[src/rtl/lane_pkg.sv]
package lane_pkg;
  typedef enum logic {ORD_LE = 1'b0, ORD_BE = 1'b1} order_e;
endpackage

[src/rtl/lane_tx_ser.sv]
module lane_tx_ser import lane_pkg::*; #(
  parameter int unsigned LANES  = 4,
  parameter int unsigned BYTE_W = 8,
  localparam int unsigned WORD_W = LANES * BYTE_W,
  localparam int unsigned IDX_W  = $clog2(LANES)
) (
  input  logic              clk_i,
  input  logic              rst_ni,
  input  logic              mode_i,
  input  logic [WORD_W-1:0] word_i,
  input  logic [LANES-1:0]  be_ni,
  input  logic              valid_i,
  output logic              ready_o,
  output logic [BYTE_W-1:0] byte_o,
  output logic              bvalid_o,
  input  logic              bready_i
);
  logic [WORD_W-1:0] word_q;
  logic [LANES-1:0]  pend_q;
  order_e            ord_q;
  logic [IDX_W-1:0]  sel;

  assign ready_o  = ~|pend_q;
  assign bvalid_o = |pend_q;

  // LE: lowest pending lane; BE: highest pending lane
  always_comb begin
    logic found;
    found = 1'b0;
    sel   = '0;
    for (int k = 0; k < LANES; k++) begin
      if (pend_q[k]) begin
        if (ord_q == ORD_BE) begin
          sel = IDX_W'(k);
        end else if (!found) begin
          sel   = IDX_W'(k);
          found = 1'b1;
        end
      end
    end
  end

  assign byte_o = word_q[sel*BYTE_W +: BYTE_W];

  always_ff @(posedge clk_i or negedge rst_ni) begin
    if (!rst_ni) begin
      word_q <= '0;
      pend_q <= '0;
      ord_q  <= ORD_LE;
    end else if (valid_i && ready_o) begin
      word_q <= word_i;
      pend_q <= ~be_ni;
      ord_q  <= mode_i ? ORD_BE : ORD_LE;
    end else if (bvalid_o && bready_i) begin
      pend_q <= pend_q & ~(LANES'(1) << sel);
    end
  end
endmodule

[src/rtl/lane_rx_pack.sv]
module lane_rx_pack import lane_pkg::*; #(
  parameter int unsigned LANES  = 4,
  parameter int unsigned BYTE_W = 8,
  localparam int unsigned WORD_W = LANES * BYTE_W,
  localparam int unsigned IDX_W  = $clog2(LANES)
) (
  input  logic              clk_i,
  input  logic              rst_ni,
  input  logic              mode_i,
  input  logic [BYTE_W-1:0] byte_i,
  input  logic              bvalid_i,
  input  logic              blast_i,
  output logic              bready_o,
  output logic [WORD_W-1:0] word_o,
  output logic [LANES-1:0]  lane_vld_o,
  output logic              valid_o,
  input  logic              ready_i
);
  logic [IDX_W-1:0]  cnt_q;
  order_e            ord_q;
  order_e            cur_ord;
  logic [IDX_W-1:0]  lane;
  logic              out_vld_q;
  logic              take;
  logic              first;
  logic              close;
  logic [WORD_W-1:0] acc_q;
  logic [LANES-1:0]  lvld_q;

  assign bready_o = ~out_vld_q;
  assign take     = bvalid_i & bready_o;
  assign first    = (cnt_q == '0);
  assign close    = blast_i | (cnt_q == IDX_W'(LANES-1));
  // mode is captured on the first byte of each word
  assign cur_ord  = first ? (mode_i ? ORD_BE : ORD_LE) : ord_q;
  assign lane     = (cur_ord == ORD_BE) ? IDX_W'(LANES-1) - cnt_q : cnt_q;

  always_ff @(posedge clk_i or negedge rst_ni) begin
    if (!rst_ni) begin
      cnt_q     <= '0;
      ord_q     <= ORD_LE;
      out_vld_q <= 1'b0;
    end else if (take) begin
      cnt_q <= close ? '0 : cnt_q + 1'b1;
      if (first) ord_q <= cur_ord;
      if (close) out_vld_q <= 1'b1;
    end else if (out_vld_q && ready_i) begin
      out_vld_q <= 1'b0;
    end
  end

  for (genvar g = 0; g < LANES; g++) begin : g_lane
    always_ff @(posedge clk_i or negedge rst_ni) begin
      if (!rst_ni) begin
        acc_q[g*BYTE_W +: BYTE_W] <= '0;
        lvld_q[g]                 <= 1'b0;
      end else if (take) begin
        if (lane == IDX_W'(g)) begin
          acc_q[g*BYTE_W +: BYTE_W] <= byte_i;
          lvld_q[g]                 <= 1'b1;
        end else if (first) begin
          acc_q[g*BYTE_W +: BYTE_W] <= '0;
          lvld_q[g]                 <= 1'b0;
        end
      end
    end
  end

  assign word_o     = acc_q;
  assign lane_vld_o = lvld_q;
  assign valid_o    = out_vld_q;
endmodule

[src/rtl/endian_lane_conv.sv]
module endian_lane_conv #(
  parameter int unsigned LANES  = 4,
  parameter int unsigned BYTE_W = 8,
  localparam int unsigned WORD_W = LANES * BYTE_W
) (
  input  logic              clk_i,
  input  logic              rst_ni,
  input  logic              big_endian_i,
  input  logic [WORD_W-1:0] tx_word_i,
  input  logic [LANES-1:0]  tx_be_ni,
  input  logic              tx_valid_i,
  output logic              tx_ready_o,
  output logic [BYTE_W-1:0] ln_tx_byte_o,
  output logic              ln_tx_valid_o,
  input  logic              ln_tx_ready_i,
  input  logic [BYTE_W-1:0] ln_rx_byte_i,
  input  logic              ln_rx_valid_i,
  input  logic              ln_rx_last_i,
  output logic              ln_rx_ready_o,
  output logic [WORD_W-1:0] rx_word_o,
  output logic [LANES-1:0]  rx_lane_vld_o,
  output logic              rx_valid_o,
  input  logic              rx_ready_i
);
  lane_tx_ser #(.LANES(LANES), .BYTE_W(BYTE_W)) u_tx (
    .clk_i    (clk_i),
    .rst_ni   (rst_ni),
    .mode_i   (big_endian_i),
    .word_i   (tx_word_i),
    .be_ni    (tx_be_ni),
    .valid_i  (tx_valid_i),
    .ready_o  (tx_ready_o),
    .byte_o   (ln_tx_byte_o),
    .bvalid_o (ln_tx_valid_o),
    .bready_i (ln_tx_ready_i)
  );

  lane_rx_pack #(.LANES(LANES), .BYTE_W(BYTE_W)) u_rx (
    .clk_i      (clk_i),
    .rst_ni     (rst_ni),
    .mode_i     (big_endian_i),
    .byte_i     (ln_rx_byte_i),
    .bvalid_i   (ln_rx_valid_i),
    .blast_i    (ln_rx_last_i),
    .bready_o   (ln_rx_ready_o),
    .word_o     (rx_word_o),
    .lane_vld_o (rx_lane_vld_o),
    .valid_o    (rx_valid_o),
    .ready_i    (rx_ready_i)
  );
endmodule

[config.mk]
export PLATFORM = sky130hd
export DESIGN_NAME = endian_lane_conv
export DESIGN_NICKNAME = d
export VERILOG_FILES = /design/src/rtl/lane_pkg.sv /design/src/rtl/lane_tx_ser.sv /design/src/rtl/lane_rx_pack.sv /design/src/rtl/endian_lane_conv.sv
export SDC_FILE = /design/constraint.sdc
export NUM_CORES = 1
export LEC_CHECK = 0
export BUFFER_PORTS_ARGS = -buffer_cell sky130_fd_sc_hd__buf_2
export CAP_MARGIN = 0
export CORE_ASPECT_RATIO = 0.75
export CORE_MARGIN = 3
export CORE_UTILIZATION = 35
export DETAILED_ROUTE_END_ITERATION = 10
export GPL_TIMING_DRIVEN = 0
export PLACE_DENSITY = 0.62
export SLEW_MARGIN = 5
export SYNTH_ARGS = -nofsm -noshare
export SYNTH_HDL_FRONTEND = slang
export SYNTH_SLANG_ARGS = --single-unit
[constraint.sdc]
create_clock -name clk_i -period 2.4 [get_ports clk_i]
set_clock_uncertainty 0.2 [all_clocks]
set_input_delay 0.12 -clock clk_i [delete_from_list [all_inputs] [get_ports clk_i]]
set_output_delay 0.12 -clock clk_i [all_outputs]
set_load 0.05 [all_outputs]
Word-level counts from Yosys, hierarchy flattened. Index checks and enable logic that the tools add are counted.

Input bits: 52. Output and inout port bits: 48. Word-level logic and storage cells: 82. Flip-flop bits (word level): 77.

Shift-type cells: 2. Bitwise gates (word level): 6. Equal/unequal tests: 5. Muxes and demuxes: 34. Add/subtract/negate cells: 2. Reduce and logical (&&, ||, !) cells: 19.

Operators with widths (number): $mux W8 (5); $shiftx A32 B6 Y8 (1); $mux W2 (10); $mux W1 (17); $reduce_and A2 Y1 (6); $reduce_bool A2 Y1 (6); $mux W4 (2); $not A4 Y4 (2); $eq A2 B2 Y1 const B (3); $and A4 B4 Y4 (1); $logic_not A2 Y1 (2); $reduce_or A4 Y1 (1); $shl A1 B2 Y4 const A (1); $logic_and A1 B1 Y1 (3); $add A2 B1 Y2 const B (1); $eq A2 B1 Y1 const B (1); $ne A2 B2 Y1 const B (1); $sub A2 B2 Y2 const A (1); $and A1 B1 Y1 (1); $logic_not A1 Y1 (1); $not A1 Y1 (1); $or A1 B1 Y1 (1).

Logic depth before layout (Yosys ltp).
Word-level depth: 16. Mapped depth: 10. Gate-level depth less buffers: 6.

Modules after synthesis. Synthesis repeated with hierarchy kept, for this count alone.

Cells, all modules: 319. Area, all modules: 3922.5 µm².

By module, submodules not included: lane_rx_pack (times used 1, cells an instance 181, sequential area each 1001.0 µm², area an instance 2067.0 µm²); lane_tx_ser (times used 1, cells an instance 138, sequential area each 925.9 µm², area an instance 1855.5 µm²).

Worst setup path after synthesis. No wires, ideal clock.

Kind: register to register. Start point: register u_rx.cnt_q[1]. End point: register u_rx.acc_q[16], in the netlist u_rx.word_o[16]. Data required time: 2.074 ns. Stages on the path, launching flop included: 11. Arrival time: 2.281 ns. Period minus slack after synthesis: 2.607 ns. Slack: -0.207 ns. Path buffers: 4. Setup time: 0.126 ns. Path through: dfrtp_1 clkbuf_1 inv_1 clkbuf_1 ha_1 mux2_4 buf_6 buf_6 nand2_1 a21oi_1 a311o_1.

Cells in the longest elaborated chain, start to end: 6. Elaborated cells between the ends (all ways): 8. Classes of those cells: add/sub (1); eq/ne (1); mux (3); reduce/logical (3).

Ends and longest elaborated chain: start, declared (RTL line lane_rx_pack.sv:19) `logic [IDX_W-1:0] cnt_q;`; start signal, assigned (RTL line lane_rx_pack.sv:44) `cnt_q <= close ? '0 : cnt_q + 1'b1;`; branches (longest 6 deep; another with $sub A2 B2 Y2); end signal, assigned by index (RTL line lane_rx_pack.sv:59) `acc_q[g*BYTE_W +: BYTE_W] <= byte_i;`; end, declared (RTL line lane_rx_pack.sv:27) `logic [WORD_W-1:0] acc_q;`.

Parallel ways; which one is timed is not known. A chain may end at the register's enable or synchronous reset.

Final worst setup path.
Start point: register u_rx.cnt_q[1]. End point: register u_rx.acc_q[12], in the netlist u_rx.word_o[12].

Cells in the longest elaborated chain, start to end: 6. Elaborated cells between the ends (all ways): 8. Classes of those cells: add/sub (1); eq/ne (1); mux (3); reduce/logical (3).

Ends and longest elaborated chain: branches (longest 6 deep; another with $sub A2 B2 Y2).

Parallel ways; which one is timed is not known.

==> impl_metrics.env <==
export IMPL_antenna_violations_before_repair=0
export IMPL_power_leakage_nw=2.60
export IMPL_layout_cells_sized_above_1_pct=34.6
export IMPL_synthDistinctLibCells=42
export IMPL_hold_violations=0
export IMPL_placed_standard_cell_area_um2=4570
export IMPL_rrSetupSlack_ns=0.05
export IMPL_worst_path_largest_cell_delay_ns=0.42
export IMPL_placement_setup_worst_slack_ns=-0.337
export IMPL_worst_slew_pin_slew_ns=0.674
export IMPL_syn_inst_count=368
export IMPL_detailroute_via_count=3540
export IMPL_gpl_final_weighted_congestion=0.881
export IMPL_via_count_of_the_first_global_routing_pass=3620
export IMPL_grt_start_max_net_pins=42
export IMPL_final_area_um2=5520
export IMPL_floorplan_rows=32
export IMPL_end_kind="flop"
export IMPL_relSlewSlack_pct=54.8
export IMPL_synth_seq_area_share_pct=49.9
export IMPL_worst_path_max_fanout=10
export IMPL_grt_ovfl_total=0
export IMPL_drc=0
export IMPL_synth_enable_flop_cells=0
export IMPL_yosys_area_top_type="dfrtp_1"
export IMPL_worstSetupPathType="flop to flop"
export IMPL_cts_buffers=9
export IMPL_worst_ir_drop_vdd_mv=0.542
export IMPL_ctsLongestPathBuffers=2
export IMPL_area_growth_synth_to_final_pct=43.0
export IMPL_design_final_nets=593
export IMPL_postSynthAreaPerCell_um2=10.5
export IMPL_achievable_frequency_mhz=426
export IMPL_wl_per_cell_um=17.1
export IMPL_path_clk_slew_ns=0.06
export IMPL_detailed_place_hpwl_mm=7.95
export IMPL_final_period_utilization_pct=97.8
export IMPL_drtAntennaViolNets=0
export IMPL_synth_cell_area_um2=3860
export IMPL_first_iter_violations=366
export IMPL_synth_async_reset_ratio_pct=100
export IMPL_fp_dieH_um=97.0
export IMPL_port_buffers=99
export IMPL_synth_area_top_cells="dfrtp_1 (50%), mux2_2 (10%), nand2_1 (8.4%), a311o_1 (3.6%), a22oi_1 (3.1%)"
export IMPL_yosysTopAreaCellShare_pct=49.9
export IMPL_die_width_um=127
export IMPL_vias_per_cell=5.21
export IMPL_design_portCount=100
export IMPL_worst_endpoint_arrival_ns=2.36
export IMPL_floorplan_initialDensity_pct=36.7
export IMPL_crit_slowest_cell="dfrtp_1"
export IMPL_dr_pass1_iters=5
export IMPL_numPlacedInstances=604
export IMPL_min_period_ns=2.35
export IMPL_grt_total_usage_pct=18.9
export IMPL_numClockSinks=77
export IMPL_synth_ff_latch_count=77
export IMPL_worst_ep_required_time_ns=2.41
export IMPL_hold_path_class="input pin to async pin"
export IMPL_totalWireLength_mm=11.6
export IMPL_cts_htree_levels=3
export IMPL_finalWorstSetupSlack_ns=0.0526
export IMPL_clock_tree_from_tritoncts="done"
export IMPL_ys_flop_type="dfrtp_1"
export IMPL_crit_path_start_kind="flop"
export IMPL_core_area_um2=10500
export IMPL_clk_insertion_delay_late_ns=0.32
export IMPL_post_route_util_pct=52.5
export IMPL_die_area_um2=12300
export IMPL_drv_cap=0
export IMPL_ctsRootBufferMaster="clkbuf_16"
export IMPL_finalMaxSlewViolations=0
export IMPL_final_instance_count_excl_fill=680
export IMPL_setup_viol=0
export IMPL_grt_pass1_wl_mm=18.9
export IMPL_pwr_per_cell_area_nw_per_um2=1490
export IMPL_synth_net_count=422
export IMPL_critical_path_cell_chain="buf_8, inv_1, buf_8, ha_4, mux2_4, buf_6, buf_6, nand2_1, a21oi_1, a311o_1"
export IMPL_grt_setup_unrepaired="false"
export IMPL_synthesis_yosys_warnings=0
export IMPL_outcome="complete, no violations"
==> cells by family after synthesis <==
family	after synthesis	synth area share, %
mux	43	13.1
compound gates	87	15.9
flops	77	49.9
buf+inv	29	4.31
fa+ha+maj	2	0.648
simple gates	130	16.2
==> registers in the layout, summed over array words and instances (netlist names) <==
| register | count |
|---|---|
| u_rx.cnt_q | 2 |
| u_rx.lane_vld_o | 4 |
| u_rx.ord_q | 1 |
| u_rx.valid_o | 1 |
| u_rx.word_o | 32 |
| u_tx.ord_q | 1 |
| u_tx.pend_q | 4 |
| u_tx.word_q | 32 |
==> path summary, 6_finish.rpt <==
path / start / endpoint / cells past startpoint
setup / recovery: u_rx.cnt_q[1] / u_rx.word_o[12] / 10
hold / removal: rst_ni / u_tx.word_q[24] / 2
setup reg to reg: u_rx.cnt_q[1] / u_rx.word_o[12] / 10
hold reg to reg: u_rx.lane_vld_o[0] / u_rx.lane_vld_o[0] / 1
max in group asynchronous: rst_ni / u_rx.cnt_q[0] / 3
min in group clk_i: tx_valid_i / u_tx.word_q[2] / 4
==> cell type report <==
type / instances / area (um^2)
inverter: 5 / 18.8
sequential: 77 / 1930
timing repair buffer: 163 / 1150
multi-input combinational: 262 / 1820
antenna: 1 / 2.50
clock inverter: 1 / 5.00
tap: 136 / 170
fill: 941 / 5010
buffer: 21 / 158
clock buffer: 14 / 274
==> placed cells by master, fill, tap and decap left out, types with 7 or more instances in the layout <==
| cell | count |
|---|---|
| nand2_1 | 86 |
| buf_4 | 12 |
| mux2_2 | 35 |
| a22oi_1 | 16 |
| a311o_1 | 14 |
| clkbuf_1 | 10 |
| buf_2 | 98 |
| o21ai_0 | 15 |
| dfrtp_1 | 76 |
| clkbuf_16 | 9 |
| dlygate4sd3_1 | 53 |
| a21oi_1 | 18 |
| nor4bb_1 | 7 |
| a22o_1 | 8 |
| nand3_1 | 14 |
==> cell usage after synthesis (2+ instances only) <==
cell      number
nand2_1       86
buf_1          2
o21ai_0       15
mux2i_1        4
a21oi_1       18
and4bb_2       2
mux2i_4        2
o21ai_1        2
a311o_1       14
nor2_1         3
nand3_1       14
o21a_1         3
nor2b_1        2
a22oi_1       16
buf_6          6
nor3_1         5
ha_1           2
a21o_1         4
nand2b_1       2
dfrtp_1       77
mux2_2        35
inv_1          5
nor4bb_1       7
nor3_2         2
a22o_1         8
buf_4          3
clkbuf_1      12
o22ai_1        3
==> stage by stage <==
stage	hold slack [ns]	power (mW)	TNS [ns]
final	0.128	8.25	0
after CTS	0.110	8.23	0
after global placement	0.102	6.55	-5.00
after detailed placement	-0.0478	6.65	-6.38
after floorplan	-0.376	5.57	0
after global routing	0.181	8.71	0
==> layer usage <==
| metal | track usage [%] | part of all wire, % | vias to the layer above |
|---|---|---|---|
| met4 | 5.69 | 1.9 | 0 |
| met3 | 4.69 | 6.8 | 24 |
| met5 | 0 | 0 | - |
| met1 | 26.8 | 47 | 1706 |
| li1 | - | - | 1676 |
| met2 | 28.6 | 44 | 134 |
==> worst max-delay path: cells and delay by family, from the launching register on <==
family                   cells  cell delay, ns
AND/OR/NAND/NOR              1            0.09
adder cells (fa/ha/maj)      1            0.15
multiplexers                 1            0.30
buffers and inverters        5            0.66
AO/OA/AOI/OAI                2            0.40
flip-flops                   1            0.42
==> where the power goes <==
part           switching, mW  total, mW  internal, mW
sequential             0.437       2.34          1.90
clock                  0.499       1.28         0.779
combinational           3.02       4.64          1.62
==> repair_timing <==
| action | 4_1_cts | 5_1_grt |
|---|---|---|
| resized for setup | 10 | 6 |
| buffers inserted | 6 | 4 |
| hold buffers | 53 | 0 |
| endpoints found under the hold margin | 110 | 0 |
| endpoints found under the setup margin | 44 | 38 |
No activity file was read; power rests on OpenSTA's default activity.
